[src/rtl/coh_pkg.sv]
package coh_pkg;
  localparam int NCORE = 2;

  typedef enum logic [2:0] {
    BUS_IDLE   = 3'd0,
    BUS_INV    = 3'd1,
    BUS_UPD    = 3'd2,
    BUS_RDREQ  = 3'd3,
    BUS_SUPPLY = 3'd4
  } bus_op_e;

  typedef enum logic [2:0] {
    ST_IDLE,
    ST_LOOK,
    ST_WBACK,
    ST_FILL,
    ST_SUPPLY,
    ST_DONE
  } ctl_state_e;
endpackage

[src/rtl/coh_line_reg.sv]
module coh_line_reg #(
  parameter int AW = 4,
  parameter int DW = 8
) (
  input  logic          clk,
  input  logic          rst,
  input  logic          wr_en,
  input  logic          wr_v,
  input  logic          wr_s,
  input  logic          wr_d,
  input  logic [AW-1:0] wr_tag,
  input  logic [DW-1:0] wr_data,
  output logic          o_v,
  output logic          o_s,
  output logic          o_d,
  output logic [AW-1:0] o_tag,
  output logic [DW-1:0] o_data
);
  // State bits carry reset; tag and word are plain storage.
  always_ff @(posedge clk) begin
    if (rst) begin
      o_v <= 1'b0;
      o_s <= 1'b0;
      o_d <= 1'b0;
    end else if (wr_en) begin
      o_v <= wr_v;
      o_s <= wr_s;
      o_d <= wr_d;
    end
  end

  always_ff @(posedge clk) begin
    if (wr_en) begin
      o_tag  <= wr_tag;
      o_data <= wr_data;
    end
  end

  // the cycle after reset, the line holds no state bits
  p_reset_clear_r1: assert property (@(posedge clk) disable iff (rst)
    $past(rst) |-> (!o_v && !o_s && !o_d));
endmodule

[src/rtl/coh_arb.sv]
module coh_arb import coh_pkg::*; (
  input  logic [NCORE-1:0] req_valid,
  output logic             gnt_any,
  output logic             gnt_idx
);
  // Fixed priority: core 0 wins a tie.
  always_comb begin
    gnt_any = |req_valid;
    gnt_idx = !req_valid[0];
  end
endmodule

[src/rtl/coh_ctrl.sv]
module coh_ctrl import coh_pkg::*; #(
  parameter int AW = 4,
  parameter int DW = 8
) (
  input  logic                clk,
  input  logic                rst,
  input  logic                mode_update,
  input  logic [NCORE-1:0]    req_write,
  input  logic [NCORE*AW-1:0] req_addr,
  input  logic [NCORE*DW-1:0] req_wdata,
  input  logic                gnt_any,
  input  logic                gnt_idx,
  input  logic [NCORE-1:0]    ln_v,
  input  logic [NCORE-1:0]    ln_s,
  input  logic [NCORE-1:0]    ln_d,
  input  logic [AW-1:0]       ln_tag  [NCORE],
  input  logic [DW-1:0]       ln_data [NCORE],
  output logic [NCORE-1:0]    lw_en,
  output logic [NCORE-1:0]    lw_v,
  output logic [NCORE-1:0]    lw_s,
  output logic [NCORE-1:0]    lw_d,
  output logic [AW-1:0]       lw_tag  [NCORE],
  output logic [DW-1:0]       lw_data [NCORE],
  output logic [NCORE-1:0]    req_ready,
  output logic [DW-1:0]       rsp_rdata,
  output logic                rsp_hit,
  output logic [2:0]          bus_op,
  output logic [AW-1:0]       bus_addr,
  output logic [DW-1:0]       bus_data,
  output logic                mem_req,
  output logic                mem_we,
  output logic [AW-1:0]       mem_addr,
  output logic [DW-1:0]       mem_wdata,
  input  logic [DW-1:0]       mem_rdata,
  input  logic                mem_ack
);
  ctl_state_e       st_q, st_n;
  logic             cur_q, cur_n, wr_q, wr_n;
  logic [AW-1:0]    addr_q, addr_n;
  logic [DW-1:0]    wdata_q, wdata_n;
  bus_op_e          op_q, op_n;
  logic [AW-1:0]    baddr_q, baddr_n, maddr_q, maddr_n;
  logic [DW-1:0]    bdata_q, bdata_n, mwdata_q, mwdata_n, rdata_q, rdata_n;
  logic [NCORE-1:0] rdy_q, rdy_n;
  logic             hit_q, hit_n, mreq_q, mreq_n, mwe_q, mwe_n;
  logic             pr, own_hit, peer_has;

  assign pr       = ~cur_q;
  assign own_hit  = ln_v[cur_q] && (ln_tag[cur_q] == addr_q);
  assign peer_has = ln_v[pr] && (ln_tag[pr] == addr_q);

  always_comb begin
    st_n = st_q;  cur_n = cur_q;  wr_n = wr_q;  addr_n = addr_q;  wdata_n = wdata_q;
    op_n = BUS_IDLE;  baddr_n = baddr_q;  bdata_n = bdata_q;
    maddr_n = maddr_q;  mwdata_n = mwdata_q;  mreq_n = 1'b0;  mwe_n = mwe_q;
    rdata_n = rdata_q;  hit_n = hit_q;  rdy_n = '0;
    for (int k = 0; k < NCORE; k++) begin
      lw_en[k] = 1'b0;  lw_v[k] = ln_v[k];  lw_s[k] = ln_s[k];  lw_d[k] = ln_d[k];
      lw_tag[k] = ln_tag[k];  lw_data[k] = ln_data[k];
    end
    unique case (st_q)
      ST_IDLE: if (gnt_any) begin
        cur_n   = gnt_idx;
        wr_n    = req_write[gnt_idx];
        addr_n  = req_addr[int'(gnt_idx)*AW +: AW];
        wdata_n = req_wdata[int'(gnt_idx)*DW +: DW];
        hit_n   = 1'b1;
        st_n    = ST_LOOK;
      end
      ST_LOOK: begin
        if (own_hit) begin
          if (!wr_q) begin
            rdata_n = ln_data[cur_q];
          end else begin
            lw_en[cur_q] = 1'b1;  lw_data[cur_q] = wdata_q;  lw_d[cur_q] = 1'b1;
            if (!mode_update) begin
              if (ln_s[cur_q]) begin
                op_n = BUS_INV;  baddr_n = addr_q;
                if (peer_has) begin lw_en[pr] = 1'b1;  lw_v[pr] = 1'b0; end
              end
              lw_s[cur_q] = 1'b0;
            end else begin
              lw_s[cur_q] = peer_has;
              if (peer_has) begin
                op_n = BUS_UPD;  baddr_n = addr_q;  bdata_n = wdata_q;
                lw_en[pr] = 1'b1;  lw_data[pr] = wdata_q;
              end
            end
          end
          rdy_n[cur_q] = 1'b1;
          st_n = ST_DONE;
        end else begin
          hit_n = 1'b0;
          if (ln_v[cur_q] && ln_d[cur_q]) begin
            mreq_n = 1'b1;  mwe_n = 1'b1;
            maddr_n = ln_tag[cur_q];  mwdata_n = ln_data[cur_q];
            st_n = ST_WBACK;
          end else begin
            op_n = BUS_RDREQ;  baddr_n = addr_q;
            if (peer_has && ln_d[pr]) begin
              st_n = ST_SUPPLY;
            end else begin
              mreq_n = 1'b1;  mwe_n = 1'b0;  maddr_n = addr_q;
              st_n = ST_FILL;
            end
          end
        end
      end
      ST_WBACK: begin
        if (mem_ack) begin
          lw_en[cur_q] = 1'b1;  lw_v[cur_q] = 1'b0;  lw_s[cur_q] = 1'b0;  lw_d[cur_q] = 1'b0;
          st_n = ST_LOOK;
        end else mreq_n = 1'b1;
      end
      ST_FILL: begin
        if (mem_ack) begin
          lw_en[cur_q] = 1'b1;  lw_v[cur_q] = 1'b1;  lw_d[cur_q] = 1'b0;
          lw_s[cur_q] = peer_has;  lw_tag[cur_q] = addr_q;  lw_data[cur_q] = mem_rdata;
          if (peer_has) begin lw_en[pr] = 1'b1;  lw_s[pr] = 1'b1; end
          st_n = ST_LOOK;
        end else mreq_n = 1'b1;
      end
      ST_SUPPLY: begin
        op_n = BUS_SUPPLY;  baddr_n = addr_q;  bdata_n = ln_data[pr];
        lw_en[cur_q] = 1'b1;  lw_v[cur_q] = 1'b1;  lw_s[cur_q] = 1'b1;  lw_d[cur_q] = 1'b1;
        lw_tag[cur_q] = addr_q;  lw_data[cur_q] = ln_data[pr];
        lw_en[pr] = 1'b1;  lw_s[pr] = 1'b1;
        st_n = ST_LOOK;
      end
      ST_DONE: st_n = ST_IDLE;
      default: st_n = ST_IDLE;
    endcase
  end

  always_ff @(posedge clk) begin
    if (rst) begin
      st_q <= ST_IDLE;  cur_q <= 1'b0;  wr_q <= 1'b0;  addr_q <= '0;  wdata_q <= '0;
      op_q <= BUS_IDLE;  baddr_q <= '0;  bdata_q <= '0;  maddr_q <= '0;  mwdata_q <= '0;
      mreq_q <= 1'b0;  mwe_q <= 1'b0;  rdata_q <= '0;  hit_q <= 1'b0;  rdy_q <= '0;
    end else begin
      st_q <= st_n;  cur_q <= cur_n;  wr_q <= wr_n;  addr_q <= addr_n;  wdata_q <= wdata_n;
      op_q <= op_n;  baddr_q <= baddr_n;  bdata_q <= bdata_n;  maddr_q <= maddr_n;
      mwdata_q <= mwdata_n;  mreq_q <= mreq_n;  mwe_q <= mwe_n;  rdata_q <= rdata_n;
      hit_q <= hit_n;  rdy_q <= rdy_n;
    end
  end

  assign req_ready = rdy_q;
  assign rsp_rdata = rdata_q;
  assign rsp_hit   = hit_q;
  assign bus_op    = op_q;
  assign bus_addr  = baddr_q;
  assign bus_data  = bdata_q;
  assign mem_req   = mreq_q;
  assign mem_we    = mwe_q;
  assign mem_addr  = maddr_q;
  assign mem_wdata = mwdata_q;

  p_ready_onehot_r11: assert property (@(posedge clk) disable iff (rst)
    $onehot0(rdy_q));
  p_ready_pulse_r11: assert property (@(posedge clk) disable iff (rst)
    (rdy_q != '0) |=> (rdy_q == '0));
  p_inv_clears_peer_r7: assert property (@(posedge clk) disable iff (rst)
    (op_q == BUS_INV) |-> !(ln_v[pr] && (ln_tag[pr] == baddr_q)));
  p_upd_copies_r9: assert property (@(posedge clk) disable iff (rst)
    (op_q == BUS_UPD) |-> (ln_data[pr] == bdata_q));
  p_supply_no_mem_r4: assert property (@(posedge clk) disable iff (rst)
    (op_q == BUS_SUPPLY) |-> !mreq_q);
  p_write_no_mem_r6: assert property (@(posedge clk) disable iff (rst)
    ((op_q == BUS_INV) || (op_q == BUS_UPD)) |-> !mreq_q);
  p_mem_hold_r10: assert property (@(posedge clk) disable iff (rst)
    (mreq_q && !mem_ack) |=> (mreq_q && $stable(maddr_q)));
endmodule

[src/rtl/coh_pair_ctrl.sv]
module coh_pair_ctrl import coh_pkg::*; #(
  parameter int AW = 4,
  parameter int DW = 8
) (
  input  logic                clk,
  input  logic                rst,
  input  logic                mode_update,
  input  logic [NCORE-1:0]    req_valid,
  input  logic [NCORE-1:0]    req_write,
  input  logic [NCORE*AW-1:0] req_addr,
  input  logic [NCORE*DW-1:0] req_wdata,
  output logic [NCORE-1:0]    req_ready,
  output logic [DW-1:0]       rsp_rdata,
  output logic                rsp_hit,
  output logic [2:0]          bus_op,
  output logic [AW-1:0]       bus_addr,
  output logic [DW-1:0]       bus_data,
  output logic                mem_req,
  output logic                mem_we,
  output logic [AW-1:0]       mem_addr,
  output logic [DW-1:0]       mem_wdata,
  input  logic [DW-1:0]       mem_rdata,
  input  logic                mem_ack
);
  logic             gnt_any, gnt_idx;
  logic [NCORE-1:0] ln_v, ln_s, ln_d, lw_en, lw_v, lw_s, lw_d;
  logic [AW-1:0]    ln_tag [NCORE];
  logic [AW-1:0]    lw_tag [NCORE];
  logic [DW-1:0]    ln_data [NCORE];
  logic [DW-1:0]    lw_data [NCORE];

  coh_arb u_arb (.req_valid(req_valid), .gnt_any(gnt_any), .gnt_idx(gnt_idx));

  for (genvar g = 0; g < NCORE; g++) begin : g_line
    coh_line_reg #(.AW(AW), .DW(DW)) u_line (
      .clk(clk), .rst(rst), .wr_en(lw_en[g]), .wr_v(lw_v[g]), .wr_s(lw_s[g]),
      .wr_d(lw_d[g]), .wr_tag(lw_tag[g]), .wr_data(lw_data[g]),
      .o_v(ln_v[g]), .o_s(ln_s[g]), .o_d(ln_d[g]), .o_tag(ln_tag[g]), .o_data(ln_data[g]));
  end

  coh_ctrl #(.AW(AW), .DW(DW)) u_ctrl (
    .clk(clk), .rst(rst), .mode_update(mode_update), .req_write(req_write),
    .req_addr(req_addr), .req_wdata(req_wdata), .gnt_any(gnt_any), .gnt_idx(gnt_idx),
    .ln_v(ln_v), .ln_s(ln_s), .ln_d(ln_d), .ln_tag(ln_tag), .ln_data(ln_data),
    .lw_en(lw_en), .lw_v(lw_v), .lw_s(lw_s), .lw_d(lw_d), .lw_tag(lw_tag), .lw_data(lw_data),
    .req_ready(req_ready), .rsp_rdata(rsp_rdata), .rsp_hit(rsp_hit),
    .bus_op(bus_op), .bus_addr(bus_addr), .bus_data(bus_data),
    .mem_req(mem_req), .mem_we(mem_we), .mem_addr(mem_addr), .mem_wdata(mem_wdata),
    .mem_rdata(mem_rdata), .mem_ack(mem_ack));
endmodule

[config.mk]
export PLATFORM = sky130hd
export DESIGN_NAME = coh_pair_ctrl
export DESIGN_NICKNAME = d
export VERILOG_FILES = /design/src/rtl/coh_pkg.sv /design/src/rtl/coh_line_reg.sv /design/src/rtl/coh_arb.sv /design/src/rtl/coh_ctrl.sv /design/src/rtl/coh_pair_ctrl.sv
export SDC_FILE = /design/constraint.sdc
export NUM_CORES = 1
export LEC_CHECK = 0
export ABC_AREA = 1
export ABC_CLOCK_PERIOD_IN_PS = 2910
export BUFFER_PORTS_ARGS = -buffer_cell sky130_fd_sc_hd__buf_2
export CAP_MARGIN = 15
export CORE_ASPECT_RATIO = 0.9
export CORE_UTILIZATION = 58
export CTS_BUF_LIST = sky130_fd_sc_hd__clkbuf_8
export DETAILED_ROUTE_END_ITERATION = 10
export PLACE_DENSITY = 0.81
export REMOVE_ABC_BUFFERS = 1
export SLEW_MARGIN = 20
export SYNTH_ARGS = -nofsm -noshare
export SYNTH_HDL_FRONTEND = slang
export SYNTH_SLANG_ARGS = --single-unit
export TNS_END_PERCENT = 100
[constraint.sdc]
create_clock -name clk -period 2.91 [get_ports clk]
set_input_delay 0.4365 -clock clk [delete_from_list [all_inputs] [get_ports clk]]
set_output_delay 0.4365 -clock clk [all_outputs]
set_load 0.1 [all_outputs]
; Word-level counts from Yosys, hierarchy flattened
; Index checks and enable logic that the tools add are counted.
[word_totals]
n_memories = 0
latch_bits = 0
romBits = 0
ramBits = 0
in_bits = 40
reg_bits = 87
[classes]
eq_ne = 22
add_sub_neg = 0
order_cmp = 9
multipliers = 0
shift = 2
reduce_logical = 37
n_mux = 112
bitwise_logic = 18
div_mod_pow = 0
[op_table]
columns = op, n
row1 = $mux 8, 13
row2 = $mux 16, 5
row3 = $bwmux 16, 4
row4 = $mux 4, 15
row5 = $mux 2, 25
row6 = $pmux 16 s3, 1
row7 = $pmux 8 s2, 2
row8 = $reduce_and 5->1, 6
row9 = $mux 3, 8
row10 = $pmux 2 s4, 3
row11 = $mux 1, 23
row12 = $reduce_and 3->1, 6
row13 = $reduce_and 9->1, 2
row14 = $demux 8 s1, 2
row15 = $shiftx 16x5->8, 1
row16 = $ne 2x1->1 const B, 6
row17 = $ne 2x2->1 const B, 6
row18 = $or 2x2->2, 6
row19 = $pmux 3 s4, 1
row20 = $reduce_and 6->1, 2
row21 = $and 2x2->2, 4
row22 = $bwmux 8, 1
row23 = $eq 4x4->1, 2
row24 = $logic_and 1x1->1, 8
row25 = 28 further kinds, 48

; Logic depth before layout (Yosys ltp)
[depth]
word_depth = 14
mapped_depth = 14
depth_no_buf = 14

; Modules after synthesis
; From an unflattened synthesis, not the netlist that was laid out.
[unflattened]
hier_cells = 858
hier_area_um2 = 5596.6
[modules_own_cells]
columns = module, area_each_um2, cells_per_inst, seq_area_each_um2, n_inst
row1 = coh_ctrl, 4621.9, 793, 1141.1, 1
row2 = coh_line_reg, 480.5, 31, 420.4, 2
row3 = coh_arb, 13.8, 3, 0.0, 1

; Least setup slack after synthesis
; OpenSTA, ideal clock, no wires.
[synth_timing]
kind = register -> register
startpoint = reg u_ctrl.cur_q
endpoint = reg g_line[1].u_line.o_tag[0], enable pin
t_arrival_ps = 1786
path_slack_ps = 762
stages_incl_launch_ff = 12
period_less_slack_ps = 2148
path_buffers = 1
cell_sequence = dfxtp_1 -> buf_6 -> nand2_1 -> o21ai_1 -> nand2_1 -> nor2_4 -> nand3_4 -> nand2_2 -> nand3_1 -> nor2_1 -> nand2_1 -> nor3_1
[synth_via]
elab_chain_len = 14
[synth_rtl]
columns = element, line
row1 = "start, declared", coh_ctrl.sv:38  ; logic cur_q, cur_n, wr_q, wr_n;
row2 = "start signal, assigned", coh_ctrl.sv:141  ; st_q <= st_n; cur_q <= cur_n; wr_q <= wr_n; addr_q <= addr_n; wdata_q <= wdata_n;
row3 = $not 1->1, coh_ctrl.sv:48  ; assign pr = ~cur_q;
row4 = $not 1->2 (not written as such), coh_ctrl.sv:50  ; assign peer_has = ln_v[pr] && (ln_tag[pr] == addr_q);
row5 = $mux 4 (not written as such) (3 in series), coh_ctrl.sv:50
row6 = $eq 4x4->1, coh_ctrl.sv:50
row7 = $logic_and 1x1->1, coh_ctrl.sv:50
row8 = $mux 2, "coh_ctrl.sv:79, coh_ctrl.sv:84, coh_ctrl.sv:119"
row9 = $mux 2, coh_ctrl.sv:77  ; if (ln_s[cur_q]) begin
row10 = $mux 2, coh_ctrl.sv:76  ; if (!mode_update) begin
row11 = $mux 2, coh_ctrl.sv:72  ; if (!wr_q) begin
row12 = $mux 2, coh_ctrl.sv:71  ; if (own_hit) begin
row13 = $pmux 2 s4 *, coh_ctrl.sv:61  ; unique case (st_q)
row14 = $reduce_and 3->1 (no line) *, n/a
row15 = "end signal, assigned", coh_line_reg.sv:34  ; o_tag <= wr_tag;
row16 = "end, declared", coh_line_reg.sv:16  ; output logic [AW-1:0] o_tag,
; Mark *: on every way between the ends. The rest lies on a longest branch, timed or not. The select of a mux whose other input is x is not followed.
; A chain may end at the register's enable or synchronous reset.

; Final worst setup path
[layout_timing]
startpoint = reg u_ctrl.cur_q
endpoint = reg g_line[1].u_line.o_tag[2], enable pin
; The elaborated chain is that of the path after synthesis.

==> results_tabular.tex <==
\begin{tabular}{lr}
\hline
Metric & Value \\
\hline
\multicolumn{2}{l}{\textbf{Run status}} \\
\quad Result of the run & finished, final reports clean \\
\multicolumn{2}{l}{\textbf{Synthesis}} \\
\quad Netlist Area Pre-Place & 0.00475 mm2 \\
\quad Dominant cell type by area after synthesis & sky130\_fd\_sc\_hd\_\_dfxtp\_1 \\
\quad Number of library cell types mapped by synthesis & 31 \\
\quad Share of synthesized registers carrying an async set or reset & 0\% \\
\quad Cells after Synth & approximately 700 \\
\quad Number of enable flip-flop cells after synthesis & 24 \\
\quad Top-count cell post-synth & sky130\_fd\_sc\_hd\_\_nand2\_1 \\
\quad Mean post-synth cell area & 6.85 um2 \\
\quad Register area share after synthesis & 41.8\% \\
\quad Synthesis warning total & 0 \\
\quad Top post-synthesis cells by area & sky130\_fd\_sc\_hd\_\_dfxtp\_1, sky130\_fd\_sc\_hd\_\_nand2\_1, sky130\_fd\_sc\_hd\_\_edfxtp\_1, sky130\_fd\_sc\_hd\_\_a21oi\_1, sky130\_fd\_sc\_hd\_\_inv\_1 \\
\quad Most used standard cells in the synthesized netlist & sky130\_fd\_sc\_hd\_\_nand2\_1, sky130\_fd\_sc\_hd\_\_inv\_1, sky130\_fd\_sc\_hd\_\_a21oi\_1 \\
\quad Flop and latch count out of synthesis & 87 \\
\quad Most used flip-flop cell after synthesis & sky130\_fd\_sc\_hd\_\_dfxtp\_1 \\
\quad Area share of the leading cell type in the synthesized netlist & about a quarter \\
\multicolumn{2}{l}{\textbf{Clock tree}} \\
\quad CTS sink count & between 80 and 90 \\
\quad Insertion delay of the later-clocked pin in the worst-skew pair & 360 ps \\
\quad Hold bufs inserted after CTS & 0 \\
\quad Post-CTS setup buffer count & 0 \\
\quad Clock tree from TritonCTS & built \\
\quad Post-cts gate resize count & 0 \\
\quad Clock H-tree levels & 3 \\
\quad Maximum clock insertion buffer count & 2 \\
\quad Clock root cell & sky130\_fd\_sc\_hd\_\_clkbuf\_8 \\
\quad Number of buffers created by CTS & 9 \\
\quad Clock transition at the registers of the reported paths & about 90 ps \\
\multicolumn{2}{l}{\textbf{Global route}} \\
\quad Global-route wire length before repair & $\sim$20,000 um \\
\quad Total global-route track usage & a little under a third \\
\quad Maximum number of pins on one net before global-route repair & 48 \\
\quad Remaining Overflow, GRT & 0 \\
\quad Antenna violations before repair & 0 \\
\quad Via count of the first global-routing pass & 4,202 \\
\multicolumn{2}{l}{\textbf{Timing}} \\
\quad Peak clock frequency supported by timing & $\sim$390 MHz \\
\quad Slew Limit Headroom & 48.6\% \\
\quad Final setup fails & 0 \\
\quad Final hold viol count & 0 \\
\quad Setup repair after global routing missed its margin & false \\
\quad Worst-margin pin slew & between 700 and 800 ps \\
\quad Slack of the critical path & around 350 ps \\
\quad Post-Route Skew & roughly 12 ps \\
\quad Number of max-slew violations in the final report & 0 \\
\quad Min Clock Period, post-route & between 2000 and 3000 ps \\
\quad TNS Setup & 0 ps \\
\quad Final cycle utilization of the critical path & 87.9\% \\
\multicolumn{2}{l}{\textbf{Flow run}} \\
\quad \# Max-Cap Violations & 0 \\
\multicolumn{2}{l}{\textbf{Layout}} \\
\quad Fill cell instance count of the final layout & 665 \\
\quad Fraction of layout instances using a drive strength above 1 & roughly 18\% \\
\quad Final antenna diode count & 0 \\
\quad Final layout net count & 805 \\
\quad Fin cells & 866 \\
\quad Footprint of the multi-input gates & between 0.002 and 0.0025 mm2 \\
\quad Cell area after layout & 0.00546 mm2 \\
\quad Total area of sequential cells & approximately 0.0020 mm2 \\
\quad Area growth from synthesis to final layout & 15.0\% \\
\multicolumn{2}{l}{\textbf{Critical path}} \\
\quad Gate family responsible for the most delay along the worst path & simple AND/OR/NAND/NOR gates \\
\quad Cell mode on critical path & sky130\_fd\_sc\_hd\_\_nand2\_1 \\
\quad Worst Path Arrival & roughly 2600 ps \\
\quad Worst-path cell chain & inv\_2 -> nand2\_1 -> nand2\_1 -> nand2\_1 -> nand2\_1 -> nor2\_4 -> nand3\_4 -> nand2\_2 -> nand3\_1 -> nor2\_1 -> nand2\_1 -> nor3\_1 \\
\quad Worst Path Class, Setup & reg -> reg \\
\quad Kind of launch point of the worst setup path & flip-flop \\
\quad Buffers \& Inverters on Critical Path & 1 \\
\quad Required arrival time at the worst endpoint & between 2000 and 3000 ps \\
\quad Worst stage delay on the critical path & around 550 ps \\
\quad CP endpoint kind & flip-flop \\
\quad Max FO, Critical Path & 10 \\
\quad Cell type of the slowest stage on the worst timing path & sky130\_fd\_sc\_hd\_\_nor3\_1 \\
\quad Flop-to-flop setup slack & 350 ps \\
\multicolumn{2}{l}{\textbf{Drt}} \\
\quad Number of optimization iterations in the first detailed-route pass & 5 \\
\quad Vias per cell & between 5 and 6 \\
\quad Detailed Route WL & about 12,000 um \\
\quad Post-route ant nets & 0 \\
\quad Detail-routed net length per standard cell & 14.4 um \\
\quad Via count & 4,789 \\
\quad Number of remaining DRC errors & 0 \\
\quad Detailed router's first-iteration violation count & 337 \\
\multicolumn{2}{l}{\textbf{Power}} \\
\quad Leakage Power & 2.56 nW \\
\quad Maximum ir drop on the vdd rail & between 400 and 500 uV \\
\quad Pwr Total & approximately 0.0037 W \\
\quad Power density normalized to cell area & around 700 mW/mm2 \\
\multicolumn{2}{l}{\textbf{Die}} \\
\quad Number of top-level pins & 80 \\
\quad Area of the die & approximately 0.0086 mm2 \\
\quad Height of the die & 87.8 um \\
\quad Placeable Area & slightly below 0.008 mm2 \\
\quad Width of the die & about 97 um \\
\quad Floorplan row count & 30 \\
\quad Initial core utilization & 61.4\% \\
\multicolumn{2}{l}{\textbf{Placement}} \\
\quad Number of I/O port buffers & 79 \\
\quad DP Area & $\sim$0.0052 mm2 \\
\quad Placed wire-length estimate after detailed placement & 8930 um \\
\quad Inst Count DP & between 800 and 900 \\
\quad Worst setup slack after placement & about 400 ps \\
\quad Routability Congestion & 0.915 \\
\multicolumn{2}{l}{\textbf{Hold path}} \\
\quad Path type of the worst min-delay path & in -> reg \\
\hline
\end{tabular}
-- power by group --
part	internal, W	switching [W]	total, W
clock	0.000513	0.000446	0.000958
combinational	0.000316	0.00102	0.00134
sequential	0.00137	0.0000777	0.00145
total	0.00220	0.00155	0.00375
-- flip-flops by register name, indices dropped and copies added, names as in the netlist, 4 cells and up, named ones only --
signal	count
g_line.u_line.o_data	16
g_line.u_line.o_tag	8
u_ctrl.addr_q	4
u_ctrl.bus_addr	4
u_ctrl.bus_data	8
u_ctrl.mem_addr	4
u_ctrl.mem_wdata	8
u_ctrl.rsp_rdata	8
u_ctrl.wdata_q	8
-- worst min-delay path: stages --
cell                       delay [ps]
sky130_fd_sc_hd__buf_2             70
sky130_fd_sc_hd__a211oi_1          60
sky130_fd_sc_hd__a211oi_1         150
-- metal layers --
layer | vias up | track usage (%) | share of wire, %
met1 | 2157 | 43.0 | 47
met2 | 221 | 46.9 | 43
met3 | 19 | 6.62 | 8.6
li1 | 2392 | - | -
met4 | 0 | 7.89 | 1.4
met5 | - | 0 | 0
-- layout make-up --
class | instances | share of cell area, %
multi-input combinational | 494 | 42.6
sequential | 87 | 36.3
timing repair buffer | 89 | 8.85
inverter | 84 | 5.82
clock buffer | 10 | 2.52
tap | 96 | 2.20
clock inverter | 6 | 1.65
-- cells in the final DEF (no fill, tap or decap), types with 3 or more instances in the layout --
cell,Yosys,routed
sky130_fd_sc_hd__inv_1,79,79
sky130_fd_sc_hd__buf_2,1,79
sky130_fd_sc_hd__nand3_1,22,22
sky130_fd_sc_hd__nor2_1,69,69
sky130_fd_sc_hd__o21ai_0,57,57
sky130_fd_sc_hd__a21oi_1,75,75
sky130_fd_sc_hd__nor2_4,4,4
sky130_fd_sc_hd__edfxtp_1,24,24
sky130_fd_sc_hd__buf_4,1,9
sky130_fd_sc_hd__a21oi_2,8,8
sky130_fd_sc_hd__inv_2,4,4
sky130_fd_sc_hd__a211oi_1,27,27
sky130_fd_sc_hd__inv_4,1,3
sky130_fd_sc_hd__nand2_1,205,205
sky130_fd_sc_hd__clkbuf_8,0,10
sky130_fd_sc_hd__nor2_2,6,6
sky130_fd_sc_hd__nand4_1,4,4
sky130_fd_sc_hd__dfxtp_1,63,62
sky130_fd_sc_hd__nand2_2,4,4
-- cells by family (layout without fill, tap and decap cells) --
kind of cell / count (synthesis) / count (layout) / share of synthesized area, %
DFF: 87 / 87 / 41.8
xor gates and xnor gates: 1 / 1 / 0.185
and+or+nand+nor: 320 / 320 / 28.3
AOI/OAI and AO/OA: 173 / 173 / 20.5
buffers and inverters: 112 / 189 / 9.33
-- worst paths after layout --
path                                    end          startpoint  depth (start not counted)
setup reg to reg  g_line[1].u_line.o_tag[2]        u_ctrl.cur_q                         12
setup / recovery  g_line[1].u_line.o_tag[2]        u_ctrl.cur_q                         12
hold / removal             u_ctrl.addr_q[3]         req_addr[3]                          3
hold reg to reg          u_ctrl.bus_data[7]  u_ctrl.bus_data[7]                          2
-- stage by stage --
stage / utilization (%) / hold slack [ps]
CTS: 70.6 / 390
finish: 70.6 / 400
floorplan: - / 447
detailed placement: 67.6 / 440
global placement: 67.6 / 436
global route: 70.6 / 417
Note: power is estimated with default switching activity, not from simulation.
